[config.mk]
export PLATFORM = sky130hd
export DESIGN_NAME = pulse_width_sep
export DESIGN_NICKNAME = d
export VERILOG_FILES = /design/src/rtl/pulse_width_sep.sv
export SDC_FILE = /design/constraint.sdc
export NUM_CORES = 1
export LEC_CHECK = 0
export BUFFER_PORTS_ARGS = -buffer_cell sky130_fd_sc_hd__buf_2
export CORE_MARGIN = 1
export CORE_UTILIZATION = 55
export CTS_CLUSTER_DIAMETER = 200
export DETAILED_ROUTE_END_ITERATION = 7
export GPL_TIMING_DRIVEN = 0
export PLACE_DENSITY = 0.8
export SLEW_MARGIN = 20
export SYNTH_ARGS = -nofsm -noshare
export SYNTH_HDL_FRONTEND = slang
export SYNTH_SLANG_ARGS = --single-unit
export TNS_END_PERCENT = 1
[constraint.sdc]
create_clock -name clk -period 2.35 [get_ports clk]
set_clock_uncertainty 0.05 [all_clocks]
set_input_delay 0.235 -clock clk [delete_from_list [all_inputs] [get_ports clk]]
set_output_delay 0.235 -clock clk [all_outputs]
set_load 0.005 [all_outputs]
[src/rtl/pulse_width_sep.sv]
module pulse_width_sep #(
  parameter int NCH   = 8,
  parameter int CNT_W = 32,
  parameter int TW    = 5,
  parameter int MIN_W = 6,
  parameter int GAP   = 2
) (
  input  logic                          clk,
  input  logic                          rst_n,
  input  logic                          bc_tick,
  input  logic [NCH-1:0]                hit_in,
  input  logic [TW-1:0]                 long_thr,
  input  logic                          ctr_clr,
  input  logic [$clog2(2*NCH)-1:0]      rd_addr,
  output logic [NCH-1:0]                main_trig,
  output logic [NCH-1:0]                ovl_trig,
  output logic [CNT_W-1:0]              rd_data
);
  localparam int NCTR = 2 * NCH;
  localparam int GW   = $clog2(GAP + 1);

  logic [NCH-1:0] fire_m, fire_o, pend_m, pend_o;
  logic [NCTR-1:0] inc;
  logic [NCTR-1:0][CNT_W-1:0] cnt;

  for (genvar i = 0; i < NCH; i++) begin : g_ch
    logic          din_q, in_p, long_done;
    logic [TW-1:0] wcnt;
    logic [GW-1:0] lcnt;

    assign fire_m[i] = in_p && din_q && !long_done && (wcnt == long_thr - TW'(1));
    assign fire_o[i] = in_p && !din_q && !long_done && (int'(wcnt) >= MIN_W);

    always_ff @(posedge clk) begin
      if (!rst_n) begin
        din_q     <= 1'b0;
        in_p      <= 1'b0;
        long_done <= 1'b0;
        wcnt      <= '0;
        lcnt      <= GW'(GAP);
      end else begin
        din_q <= hit_in[i];
        if (!in_p) begin
          if (din_q && int'(lcnt) >= GAP) begin
            in_p <= 1'b1;
            wcnt <= TW'(1);
          end
          if (din_q) lcnt <= '0;
          else if (int'(lcnt) < GAP) lcnt <= lcnt + GW'(1);
        end else if (din_q) begin
          if (wcnt != '1) wcnt <= wcnt + TW'(1);
          if (fire_m[i]) long_done <= 1'b1;
        end else begin
          in_p      <= 1'b0;
          long_done <= 1'b0;
          lcnt      <= GW'(1);
        end
      end
    end

    always_ff @(posedge clk) begin
      if (!rst_n) begin
        pend_m[i]    <= 1'b0;
        pend_o[i]    <= 1'b0;
        main_trig[i] <= 1'b0;
        ovl_trig[i]  <= 1'b0;
      end else begin
        pend_m[i] <= fire_m[i] | (pend_m[i] & ~bc_tick);
        pend_o[i] <= fire_o[i] | (pend_o[i] & ~bc_tick);
        if (bc_tick) begin
          main_trig[i] <= pend_m[i];
          ovl_trig[i]  <= pend_o[i];
        end
      end
    end

    assign inc[2*i]   = bc_tick & pend_m[i];
    assign inc[2*i+1] = bc_tick & pend_o[i];
  end

  for (genvar k = 0; k < NCTR; k++) begin : g_cnt
    always_ff @(posedge clk) begin
      if (!rst_n || ctr_clr) cnt[k] <= '0;
      else if (inc[k] && cnt[k] != '1) cnt[k] <= cnt[k] + CNT_W'(1);
    end
  end

  assign rd_data = (int'(rd_addr) < NCTR) ? cnt[rd_addr] : '0;
endmodule


==> reports/results.ini <==
[status]
status=finished with violations
violations=design-rule violations, negative setup slack

[place]
globalplace.congestion=1.09
place_area_sq_mm=0.0361
dp_hpwl_um=91000
pre_cts_ws_ns=-1.80
port_buffers=63
placed_cells=4839

[synthesis]
async_flop_share=0
synthFlopType=dfxtp_1
synthCells=3939
synth.distinct_cells=71
synth_seq_cells=624
synth_nets=4009
ys_warn_count=0
synth_edf_count=0
syn_avg_cell_area_sq_um=8.80
syn_area_sq_mm=0.0347
yosysSeqAreaShare=0.360

[power_and_ir_drop]
p_leak_nw=12.6
vdd_drop_max_uv=517
p_per_area_mw_per_mm2=572

[global_routing]
grt-ovfl-total=0
grt_pass1_vias=31200
grtUsageTotal=0.381
grt_pass1_wl_um=185000
antenna_found_initial=19
grt_max_degree=14

[sta]
period_needed_ns=2.63
final_max_slew_viol_count=0
setup_ws_ns=-0.284
relSlewSlack=0.166
fin_setup_tns_ns=-29.66
timing.final.crit_share=1.12
rsz0062_at_grt=true
fmax_mhz=380
timing.final.hold_violations=0
setup_viol=255
tightest_slew_ns=1.25

[finish]
fin_area_sq_mm=0.0399
syn_to_final_growth_pct=15.1
drive_gt1_frac=0.195
fin_nets=4164
finalNonFillerCells=4987

[routing]
route.detailed.drc=3
vias=34700
ant_nets=0
wl_per_cell_um=25.0
finalWirelength_um=125000
vias_per_cell=6.95
drt_iter0_drc=4784
drtPass1Iterations=8

[die]
io_pins=69
die_w_um=253
dieArea_sq_mm=0.0640
start_util=0.559
die_h_um=253
coreArea_sq_mm=0.0619
rows=91

[job]
maxCapViolations=0

[hold_path]
hold_class=input port to register
hold_path_depth=3

[critical_path]
path_buf_inv=1
reg2regPathDepth=7
cp-start-kind=register
critPathSlowestCell=mux4_2
cpPeakStageDelay_ns=0.60
crit_chain=mux4_2, mux4_2, buf_6
arrival_ns=2.35
critical_path_depth=3
rr_startpoint=cnt[306]
worst_ep_required_time_ns=2.07
worst-path-max-fanout=4
r2r-end=cnt[316]
crit_path_start=cnt[79]
r2r_setup_slack_ns=-0.19
setup.worst_path.class=register to output port
cp_common_cell=mux4_2
endpoint_kind=output port
endpoint=rd_data[15]
crit_family=multiplexers

[clock_tree]
clk_path_buf_depth=3
cts_tree=built
cts.clk_slew.worst_paths_ns=0.06
clock_tree.root_cell=clkbuf_16
ctsHtreeMaxLevel=3
cts_buffers=71
clk-insertion-delay-late_ns=0.63
clock-sinks=624

-- cell families after synthesis --
| family | after synthesis | synth area share |
|---|---|---|
| multiplexers | 199 | 0.115 |
| buffers and inverters | 309 | 0.0349 |
| adder cells (fa/ha/maj) | 49 | 0.0177 |
| AO/OA/AOI/OAI | 854 | 0.155 |
| AND/OR/NAND/NOR | 1712 | 0.268 |
| flip-flops | 624 | 0.360 |
| XOR/XNOR | 192 | 0.0485 |
-- routing by layer --
layer	track usage	up-vias	wire [um]
li1	-	15300	-
met1	0.466	16300	43700
met2	0.559	2436	52000
met3	0.134	618	18700
met4	0.266	12	10100
met5	0.0147	-	268
-- worst min path at each step --
stage	start	to	slack (ns)
floorplan	hit_in[0]	g_ch[0].din_q	0.31
global placement	hit_in[6]	g_ch[6].din_q	0.39
detailed placement	hit_in[6]	g_ch[6].din_q	0.40
CTS	bc_tick	cnt[4]	0.09
global route	bc_tick	cnt[7]	0.03
finish	bc_tick	cnt[7]	0.05
-- worst reg2reg max path, cell delays in order (launching register included) --
cell and delay, ns:
dfxtp_2 0.39, nand3_1 0.15, or4_1 0.50, buf_2 0.18
or4_1 0.53, buf_2 0.18, or3_1 0.34, a21oi_2 0.15
-- cells in the mapped netlist, drive strengths merged, types with 9 or more instances --
library cell | count | area, sq um
or2 | 16 | 100
nand4b | 12 | 105
mux4 | 160 | 3610
and4 | 52 | 455
buf | 44 | 203
o2111ai | 23 | 201
nand3 | 204 | 1030
o211ai | 53 | 398
and3 | 62 | 389
and2 | 42 | 263
inv | 97 | 364
a2111oi | 14 | 135
o311ai | 13 | 114
o21a | 21 | 158
xor2 | 96 | 841
nor4 | 73 | 475
o211a | 10 | 100
dfxtp | 624 | 12500
o31ai | 117 | 907
a31o | 10 | 87.6
or3 | 177 | 1110
nor3 | 41 | 215
nor2b | 23 | 144
a211oi | 9 | 67.6
mux2i | 39 | 390
a41o | 12 | 120
a31oi | 28 | 175
nand4 | 174 | 1090
xnor2 | 96 | 841
or4 | 139 | 1040
clkbuf | 168 | 642
nand2 | 343 | 1290
nor2 | 271 | 1020
o21ai | 199 | 996
ha | 49 | 613
a21boi | 22 | 165
nand2b | 60 | 375
a21oi | 285 | 1430
-- through the flow --
step	power (mW)	utilization	hold WS, ns
after floorplan	11.5	-	0.312
after global placement	11.9	0.582	0.390
after detailed placement	11.9	0.582	0.396
after CTS	22.8	0.634	0.0905
after global routing	23.3	0.644	0.0256
final	22.8	0.644	0.0461
-- flip-flops by register name, indices dropped and copies added (netlist names) --
name            count
cnt               512
g_ch.wcnt          40
g_ch.lcnt          16
g_ch.din_q          8
g_ch.in_p           8
g_ch.long_done      8
main_trig           8
ovl_trig            8
pend_m              8
pend_o              8
-- cell usage in the layout, fill, tap and decap left out, types with 93 or more instances in the layout --
cell type / Yosys / layout
o21ai_0: 198 / 191
inv_1: 97 / 97
nand2_1: 343 / 340
o31ai_1: 113 / 105
nand3_1: 203 / 199
nor2_1: 271 / 267
nand4_1: 174 / 174
dfxtp_1: 624 / 391
or4_1: 138 / 131
clkbuf_1: 166 / 114
mux4_2: 159 / 160
a21oi_1: 285 / 283
or3_1: 177 / 172
xor2_1: 96 / 96
dfxtp_2: 0 / 193
xnor2_1: 96 / 93
-- report_power, final --
group / internal [mW] / switching [mW] / total (mW)
clock: 6.51 / 4.61 / 11.1
combinational: 0.335 / 0.756 / 1.09
sequential: 10.6 / 0.0501 / 10.6
-- cell type report --
class / count / area [sq um]
multi-input cells: 3006 / 21600
well taps: 837 / 1050
clock inverters: 18 / 205
repair buffers: 86 / 537
plain buffers: 208 / 1160
diodes: 9 / 22.5
inverters: 97 / 364
clock buffers: 102 / 2060
flip-flops and latches: 624 / 12900
fillers: 5057 / 22000
-- repair_timing --
item / in CTS / in global routing
endpoints found under the setup margin: 568 / 465
pin swaps: 23 / 41
hold endpoints to repair: 8 / 0
hold buffers: 8 / 0
setup buffers: 2 / 13
gates resized for setup: 339 / 258
(Power assumes the default switching activity.)
